===== src/rtl/irq_res_pkg.sv =====
// Package irq_res_pkg
// Shared sizing and command encoding for the interrupt resolver.
// Assumes the level count is a power of two, so that rank arithmetic wraps.
package irq_res_pkg;

    localparam int IRQ_COUNT = 8;
    localparam int IRQ_LW    = $clog2(IRQ_COUNT);

    // Command codes; the values are fixed by the neighbouring decoder.
    typedef enum logic [2:0] {
        CMD_AROT_OFF    = 3'b000,
        CMD_EOI_TOP     = 3'b001,
        CMD_IDLE        = 3'b010,
        CMD_EOI_LVL     = 3'b011,
        CMD_AROT_ON     = 3'b100,
        CMD_EOI_TOP_ROT = 3'b101,
        CMD_SET_LOWEST  = 3'b110,
        CMD_EOI_LVL_ROT = 3'b111
    } irq_cmd_e;

endpackage


===== src/rtl/irq_request_reg.sv =====
// Module irq_request_reg
// Holds the pending request set. In edge mode a bit is set on a rising input
// and kept until the acknowledge path clears it. In level mode the set copies
// the inputs. Assumes level_mode is quasi-static.
module irq_request_reg #(
    parameter int N = 8
) (
    input  logic         clk,
    input  logic         rst_n,
    input  logic         level_mode,
    input  logic [N-1:0] req_in,
    input  logic [N-1:0] clr,
    output logic [N-1:0] irr_o
);

    logic [N-1:0] prev_q;
    logic [N-1:0] irr_q;
    logic [N-1:0] rise;

    // Detect rising input edges against the previous sample.
    always_comb rise = req_in & ~prev_q;

    // Update the input history and the pending set.
    always_ff @(posedge clk) begin
        if (!rst_n) begin
            prev_q <= '0;
            irr_q  <= '0;
        end else begin
            prev_q <= req_in;
            if (level_mode)
                irr_q <= req_in;
            else
                irr_q <= (irr_q & ~clr) | rise;
        end
    end

    assign irr_o = irr_q;

    // in edge mode a pending bit only disappears when it is cleared.
    a_r2_edge_hold: assert property (@(posedge clk) disable iff (!rst_n)
        !level_mode |=> (($past(irr_q) & ~$past(clr) & ~irr_q) == '0));

endmodule


===== src/rtl/irq_prio_resolve.sv =====
// Module irq_prio_resolve
// Combinational ranking. The rank order starts just above low_ptr and wraps
// modulo N. Returns the eligible winner and the top-ranked in-service level.
// Assumes N is a power of two.
module irq_prio_resolve #(
    parameter int N  = 8,
    parameter int LW = $clog2(N)
) (
    input  logic [N-1:0]  irr,
    input  logic [N-1:0]  isr,
    input  logic [N-1:0]  mask,
    input  logic          smm,
    input  logic [LW-1:0] low_ptr,
    output logic          win_valid,
    output logic [LW-1:0] win_lvl,
    output logic          svc_any,
    output logic [LW-1:0] svc_top
);

    logic [N-1:0] cand;

    // Requests that may compete: unmasked, and not in service in special mask mode.
    always_comb cand = irr & ~mask & (smm ? ~isr : {N{1'b1}});

    // Scan levels from highest to lowest rank to pick the winner and the top in-service level.
    always_comb begin
        logic [LW-1:0] lvl;
        logic          blocked;
        win_valid = 1'b0;
        win_lvl   = '0;
        svc_any   = 1'b0;
        svc_top   = '0;
        blocked   = 1'b0;
        lvl       = '0;
        for (int r = 0; r < N; r++) begin
            lvl = low_ptr + LW'(r + 1);
            if (isr[lvl] && !svc_any) begin
                svc_any = 1'b1;
                svc_top = lvl;
            end
            if (isr[lvl] && !smm)
                blocked = 1'b1;
            if (!blocked && !win_valid && cand[lvl]) begin
                win_valid = 1'b1;
                win_lvl   = lvl;
            end
        end
    end

endmodule


===== src/rtl/irq_service_ctrl.sv =====
// Module irq_service_ctrl
// Owns the in-service set, the lowest-rank pointer and the rotate-on-ack flag.
// Applies acknowledges and commands. Assumes a command and an acknowledge do
// not arrive in the same cycle. If they do, the command's edits win.
module irq_service_ctrl
    import irq_res_pkg::*;
#(
    parameter int N  = 8,
    parameter int LW = $clog2(N)
) (
    input  logic          clk,
    input  logic          rst_n,
    input  logic          take,
    input  logic          win_valid,
    input  logic [LW-1:0] win_lvl,
    input  logic          auto_eoi,
    input  logic          cmd_valid,
    input  irq_cmd_e      cmd,
    input  logic [LW-1:0] cmd_level,
    input  logic          svc_any,
    input  logic [LW-1:0] svc_top,
    output logic [N-1:0]  isr_o,
    output logic [LW-1:0] low_ptr_o
);

    logic [N-1:0]  isr_q, isr_n;
    logic [LW-1:0] lp_q, lp_n;
    logic          arot_q, arot_n;

    // Next-state decode for acknowledges and commands.
    always_comb begin
        isr_n  = isr_q;
        lp_n   = lp_q;
        arot_n = arot_q;
        if (take && win_valid) begin
            if (!auto_eoi)
                isr_n[win_lvl] = 1'b1;
            else if (arot_q)
                lp_n = win_lvl;
        end
        if (cmd_valid) begin
            unique case (cmd)
                CMD_AROT_OFF:    arot_n = 1'b0;
                CMD_AROT_ON:     arot_n = 1'b1;
                CMD_IDLE:        ;
                CMD_EOI_TOP:     if (svc_any) isr_n[svc_top] = 1'b0;
                CMD_EOI_TOP_ROT: if (svc_any) begin
                                     isr_n[svc_top] = 1'b0;
                                     lp_n           = svc_top;
                                 end
                CMD_EOI_LVL:     isr_n[cmd_level] = 1'b0;
                CMD_EOI_LVL_ROT: begin
                                     isr_n[cmd_level] = 1'b0;
                                     lp_n             = cmd_level;
                                 end
                CMD_SET_LOWEST:  lp_n = cmd_level;
            endcase
        end
    end

    // State registers; after reset level N-1 is lowest-ranked.
    always_ff @(posedge clk) begin
        if (!rst_n) begin
            isr_q  <= '0;
            lp_q   <= LW'(N - 1);
            arot_q <= 1'b0;
        end else begin
            isr_q  <= isr_n;
            lp_q   <= lp_n;
            arot_q <= arot_n;
        end
    end

    assign isr_o     = isr_q;
    assign low_ptr_o = lp_q;

    // a plain acknowledge puts the winner in service.
    a_r4_ack_sets_isr: assert property (@(posedge clk) disable iff (!rst_n)
        take && win_valid && !auto_eoi && !cmd_valid |=> isr_q[$past(win_lvl)]);

    // an acknowledge without a winner leaves the in-service set alone.
    a_r5_spurious_keeps_isr: assert property (@(posedge clk) disable iff (!rst_n)
        take && !win_valid && !cmd_valid |=> isr_q == $past(isr_q));

    // automatic end-of-service never adds an in-service bit.
    a_r9_auto_no_isr: assert property (@(posedge clk) disable iff (!rst_n)
        take && auto_eoi && !cmd_valid |=> isr_q == $past(isr_q));

    // the top-ranked in-service level is cleared by the non-specific command.
    a_r6_top_cleared: assert property (@(posedge clk) disable iff (!rst_n)
        cmd_valid && cmd == CMD_EOI_TOP && svc_any && !take |=> !isr_q[$past(svc_top)]);

    // setting the lowest level lands in the pointer.
    a_r7_set_lowest: assert property (@(posedge clk) disable iff (!rst_n)
        cmd_valid && cmd == CMD_SET_LOWEST |=> lp_q == $past(cmd_level));

endmodule


===== src/rtl/irq_resolver.sv =====
// Module irq_resolver
// Top of the resolution core: request capture, rotating rank resolution,
// service tracking, and registered vector and poll results.
// Assumes ack, poll and cmd_valid are single-clock strobes.
module irq_resolver
    import irq_res_pkg::*;
#(
    parameter int          NUM_IRQ  = IRQ_COUNT,
    parameter int          VEC_W    = 8,
    parameter logic [7:0]  VEC_BASE = 8'h20
) (
    input  logic                       clk,
    input  logic                       rst_n,
    input  logic [NUM_IRQ-1:0]         req_in,
    input  logic                       level_mode,
    input  logic [NUM_IRQ-1:0]         mask,
    input  logic                       special_mask,
    input  logic                       auto_eoi,
    input  logic                       ack,
    input  logic                       poll,
    input  logic                       cmd_valid,
    input  logic [2:0]                 cmd,
    input  logic [$clog2(NUM_IRQ)-1:0] cmd_level,
    output logic                       intr,
    output logic                       vec_valid,
    output logic [VEC_W-1:0]           vec_out,
    output logic                       poll_valid,
    output logic [7:0]                 poll_data,
    output logic [NUM_IRQ-1:0]         irr_o,
    output logic [NUM_IRQ-1:0]         isr_o
);

    localparam int LW     = $clog2(NUM_IRQ);
    localparam int POLL_W = 8;

    logic [NUM_IRQ-1:0] irr, isr, clr;
    logic               win_valid, svc_any, take;
    logic [LW-1:0]      win_lvl, svc_top, low_ptr;
    logic               vec_valid_q, poll_valid_q;
    logic [VEC_W-1:0]   vec_q;
    logic [POLL_W-1:0]  poll_q;

    // An acknowledge or a poll takes the current winner.
    always_comb take = ack | poll;

    // Clear mask for the pending bit of the level being taken.
    always_comb begin
        clr = '0;
        if (take && win_valid)
            clr[win_lvl] = 1'b1;
    end

    irq_request_reg #(.N(NUM_IRQ)) u_req (
        .clk        (clk),
        .rst_n      (rst_n),
        .level_mode (level_mode),
        .req_in     (req_in),
        .clr        (clr),
        .irr_o      (irr)
    );

    irq_prio_resolve #(.N(NUM_IRQ), .LW(LW)) u_prio (
        .irr       (irr),
        .isr       (isr),
        .mask      (mask),
        .smm       (special_mask),
        .low_ptr   (low_ptr),
        .win_valid (win_valid),
        .win_lvl   (win_lvl),
        .svc_any   (svc_any),
        .svc_top   (svc_top)
    );

    irq_service_ctrl #(.N(NUM_IRQ), .LW(LW)) u_svc (
        .clk       (clk),
        .rst_n     (rst_n),
        .take      (take),
        .win_valid (win_valid),
        .win_lvl   (win_lvl),
        .auto_eoi  (auto_eoi),
        .cmd_valid (cmd_valid),
        .cmd       (irq_cmd_e'(cmd)),
        .cmd_level (cmd_level),
        .svc_any   (svc_any),
        .svc_top   (svc_top),
        .isr_o     (isr),
        .low_ptr_o (low_ptr)
    );

    // Register the vector and poll results one clock after the strobe.
    always_ff @(posedge clk) begin
        if (!rst_n) begin
            vec_valid_q  <= 1'b0;
            poll_valid_q <= 1'b0;
            vec_q        <= '0;
            poll_q       <= '0;
        end else begin
            vec_valid_q  <= ack;
            poll_valid_q <= poll;
            if (ack)
                vec_q <= win_valid ? VEC_W'(VEC_BASE) + VEC_W'(win_lvl)
                                   : VEC_W'(VEC_BASE) + VEC_W'(NUM_IRQ - 1);
            if (poll)
                poll_q <= win_valid ? {1'b1, {(POLL_W - 1 - LW){1'b0}}, win_lvl}
                                    : '0;
        end
    end

    assign intr       = win_valid;
    assign vec_valid  = vec_valid_q;
    assign vec_out    = vec_q;
    assign poll_valid = poll_valid_q;
    assign poll_data  = poll_q;
    assign irr_o      = irr;
    assign isr_o      = isr;

    // the interrupt needs an unmasked pending request behind it.
    a_r3_intr_unmasked: assert property (@(posedge clk) disable iff (!rst_n)
        intr |-> (irr & ~mask) != '0);

    // outside special mask mode a winner is never a level already in service.
    a_r10_winner_not_in_service: assert property (@(posedge clk) disable iff (!rst_n)
        intr && !special_mask |-> !isr[win_lvl]);

    // the unused middle bits of the poll word stay zero.
    a_r11_poll_padding: assert property (@(posedge clk) disable iff (!rst_n)
        poll_valid |-> poll_data[POLL_W-2:LW] == '0);

endmodule


===== config.mk =====
export PLATFORM = sky130hd
export DESIGN_NAME = irq_resolver
export DESIGN_NICKNAME = d
export VERILOG_FILES = /design/src/rtl/irq_res_pkg.sv /design/src/rtl/irq_request_reg.sv /design/src/rtl/irq_prio_resolve.sv /design/src/rtl/irq_service_ctrl.sv /design/src/rtl/irq_resolver.sv
export SDC_FILE = /design/constraint.sdc
export NUM_CORES = 1
export LEC_CHECK = 0
export BUFFER_PORTS_ARGS = -buffer_cell sky130_fd_sc_hd__buf_4
export CORE_MARGIN = 4
export CORE_UTILIZATION = 35
export DETAILED_ROUTE_END_ITERATION = 10
export GPL_ROUTABILITY_DRIVEN = 0
export REMOVE_ABC_BUFFERS = 1
export SYNTH_ARGS = -nofsm -noshare
export SYNTH_HDL_FRONTEND = slang
export SYNTH_SLANG_ARGS = --single-unit

===== constraint.sdc =====
create_clock -name clk -period 8.4 [get_ports clk]
set_clock_uncertainty 0.05 [all_clocks]
set_input_delay 1.68 -clock clk [delete_from_list [all_inputs] [get_ports clk]]
set_output_delay 1.68 -clock clk [all_outputs]
set_load 0.02 [all_outputs]

==> summary.md <==
| Metric | Value |
|---|---|
| Slew Limit Fails | 0 |
| # clock sinks | 38 |
| Number of synthesized register bits | 38 |
| Crit. End Element | primary output |
| CP max stage cell | ha_1 |
| CTS tree | built |
| P per Cell Area | 240 nW/um^2 |
| Top_reg_cell synth | dfxtp_1 |
| R2r worst-path depth | 13 |
| WP data required | 6.67 ns |
| Post_cts resized | 0 |
| CP Cell Sequence | buf_4, inv_2, ha_1, mux2i_1, mux4_2, a21oi_1, nor2_1, a221oi_4, or4b_4, buf_4 |
| Worst-margin pin slew | 1.07 ns |
| # port buffers | 56 |
| Post-synthesis cell count | 468 |
| Fin cells | 646 |
| CP max stage delay | ~1.1 ns |
| Std cell rows | 39 |
| Worst setup SP type | register |
| ANT cells | 0 |
| HP Class | register to register |
| Peak supply drop | between 0.15 and 0.2 mV |
| Max cap viols | 0 |
| Min-delay src | vec_out[5]$_SDFFE_PN0P_ |
| Via count | 3938 |
| Post-DRT Antenna Nets | 0 |
| Worst setup path class | register to primary output |
| Largest area contributor in the netlist | dfxtp_1 |
| Skew-Pair Late Insertion Delay | 0.28 ns |
| Status | finished, final reports clean |
| Fin nets | 535 |
| Synth top area share | 0.187 |
| CP arrival | about 4.6 ns |
| Dpl hpwl | approximately 9.3 mm |
| Final setup viols | 0 |
| YS warnings | 0 |
| Final total power | 1.11 mW |
| Avg Synthesized Cell Area | about 8.7 sq um |
| Clock tree buffer depth | 2 |
| I/O Pins | 65 |
| Vias in the first global route | 3851 |
| Hold buffer count at cts | 0 |
| CTS Buf Count | 5 |
| Synthesis-to-finish area growth | 14.2% |
| Async S/R FF share, synth | 0 |
| Worst Hold End | vec_out[5]$_SDFFE_PN0P_ |
| Drt wl/cell | 19.1 um |
| Most frequent CP cell | buf_4 |
| Tot GR Track Use | 0.185 |
| RSZ-0062 raised after global routing | no |
| R2R Setup Slk | 3.25 ns |
| Seq/Total Area, Yosys | 0.187 |
| H-tree depth | 2 |
| Mapped Area | 4060 sq um |
| Initial DRC count | roughly 340 |
| Final instance area | roughly 4600 sq um |
| Core area | 11400 sq um |
| FF-to-FF End | u_svc.isr_o[5]$_SDFF_PN0_ |
| Post-synth EDFFs | 0 |
| Yosys cell types | 89 |
| Pin count of the biggest net entering global routing | 31 |
| Initial antenna violation count | 0 |
| Placed cell count | 639 |
| Via density | 6.10 |
| Fin Setup TNS | 0 ns |
| Hold depth | 2 |
| Fin. Hold Viols | 0 |
| Pleak | approximately 1.9 nW |
| Setup bufs post-CTS | 0 |
| Worst-path clk slew | around 0.050 ns |
| Top cells by area, synth | dfxtp_1 19%, mux4_2 12%, mux2i_1 6.7% |
| WHS | 0.426 ns |
| First-pass iteration count of the detailed router | 5 |
| Tmin final | 6.33 ns |
| DRC | 0 |
| Height of the chip | between 100 and 150 um |
| Die W | 116 um |
| WL final | 12.3 mm |
| Total grt overflow | 0 |
| Filler Cells Inserted | 1162 |
| Clock root cell | clkbuf_16 |
| Fraction of layout cells with a size suffix above 1 | 0.247 |
| Worst r2r src | u_svc.low_ptr_o[0]$_SDFF_PN1_ |
| Fmax | 158 MHz |
| Max_slew headroom | 0.288 |
| Placed inst area | approximately 4500 sq um |
| Die ar. | 13400 sq um |
| Fin crit share | 0.753 |
| CP max FO | 28 |
| Starting Density | 0.357 |
| First-pass GRT wire length | 19.9 mm |
## cell usage in the layout, fill, tap and decap left out, types with 18 or more instances in the layout
cell type,count
a21oi_1,20
buf_4,60
dfxtp_1,38
inv_1,21
mux2i_1,27
mux4_2,21
nand2_1,35
nand3_1,18
nor2_1,35
o21ai_0,19
## logic make-up (layout without fill, tap and decap cells)
logic type,Yosys count,count (layout),synth area share
and+or+nand+nor,172,172,0.241
AOI/OAI and AO/OA,132,132,0.251
buffers and inverters,61,89,0.0810
muxes,57,57,0.215
DFF,38,38,0.187
xor gates and xnor gates,5,5,0.0173
adders and majority gates,2,2,0.00616
other,1,8,0.000924
## Yosys cell counts (4+ instances only)
library cell and number:
dfxtp_1 38, nand2_1 35, nor2_1 35, mux2i_1 27, inv_1 21, mux4_2 21, a21oi_1 20, o21ai_0 19
nand3_1 18, buf_4 17, and2_1 16, nand3b_1 14, clkbuf_1 10, a31oi_1 9, and3b_1 8, nand4b_1 8
mux2_2 7, a211oi_1 6, a22oi_1 6, a41oi_1 6, a21boi_0 5, a221o_1 5, a221oi_1 5, buf_1 5
nor2b_1 5, o22ai_1 5, buf_2 4, nand4_1 4, nor3_1 4, o21a_1 4
## report_power, final
part / total, mW / leakage, nW / switching, mW / internal [mW]
clock network: 0.216 / 0.0829 / 0.0693 / 0.146
logic: 0.655 / 1.46 / 0.391 / 0.263
registers: 0.242 / 0.314 / 0.0370 / 0.205
## through the flow
stage,setup slack (ns),utilization
finish,2.07,0.408
global route,1.88,0.408
CTS,2.12,0.408
detailed placement,2.44,0.393
global placement,2.54,0.393
floorplan,2.65,-
## sequential cells by signal, indices dropped and copies added (netlist names)
| signal | flops |
|---|---|
| poll_data | 4 |
| poll_valid | 1 |
| u_req.irr_o | 8 |
| u_req.prev_q | 8 |
| u_svc.arot_q | 1 |
| u_svc.isr_o | 8 |
| u_svc.low_ptr_o | 3 |
| vec_out | 4 |
| vec_valid | 1 |
## how the worst max path moves through the flow
stage,start,to,slack (ns),cells past startpoint
2_1_floorplan,u_svc.low_ptr_o[0]$_SDFF_PN1_,intr,2.65,8
3_3_place_gp,special_mask,intr,2.54,8
3_5_place_dp,u_svc.low_ptr_o[0]$_SDFF_PN1_,intr,2.44,10
4_1_cts,u_svc.low_ptr_o[0]$_SDFF_PN1_,intr,2.12,10
5_1_grt,u_svc.low_ptr_o[0]$_SDFF_PN1_,intr,1.88,10
6_report,u_svc.low_ptr_o[0]$_SDFF_PN1_,intr,2.07,10
## cell type report
cell class / count / area [sq um] / share of cell area
Sequential cell: 38 / 761 / 0.164
Clock buffer: 6 / 139 / 0.0299
Clock inverter: 1 / 30.0 / 0.00647
Multi-Input combinational cell: 376 / 3000 / 0.646
Inverter: 22 / 82.6 / 0.0178
Timing Repair Buffer: 60 / 450 / 0.0971
Tap cell: 143 / 179 / 0.0386
## critical path, delay by kind of cell (launching register included)
| kind | cells | cell delay, ns |
|---|---|---|
| adder cells (fa/ha/maj) | 1 | 1.05 |
| AND/OR/NAND/NOR | 2 | 0.73 |
| flip-flops | 1 | 0.30 |
| multiplexers | 2 | 0.79 |
| buffers and inverters | 3 | 0.72 |
| AO/OA/AOI/OAI | 2 | 0.71 |
## layer usage
metal / vias to the layer above / part of all wire / track usage
met2: 163 / 0.48 / 0.314
met1: 1877 / 0.42 / 0.234
met4: 0 / 0.033 / 0.0781
met5: - / 0 / 0
met3: 34 / 0.068 / 0.0261
li1: 1864 / - / -
No activity file was read; power rests on OpenSTA's default activity.
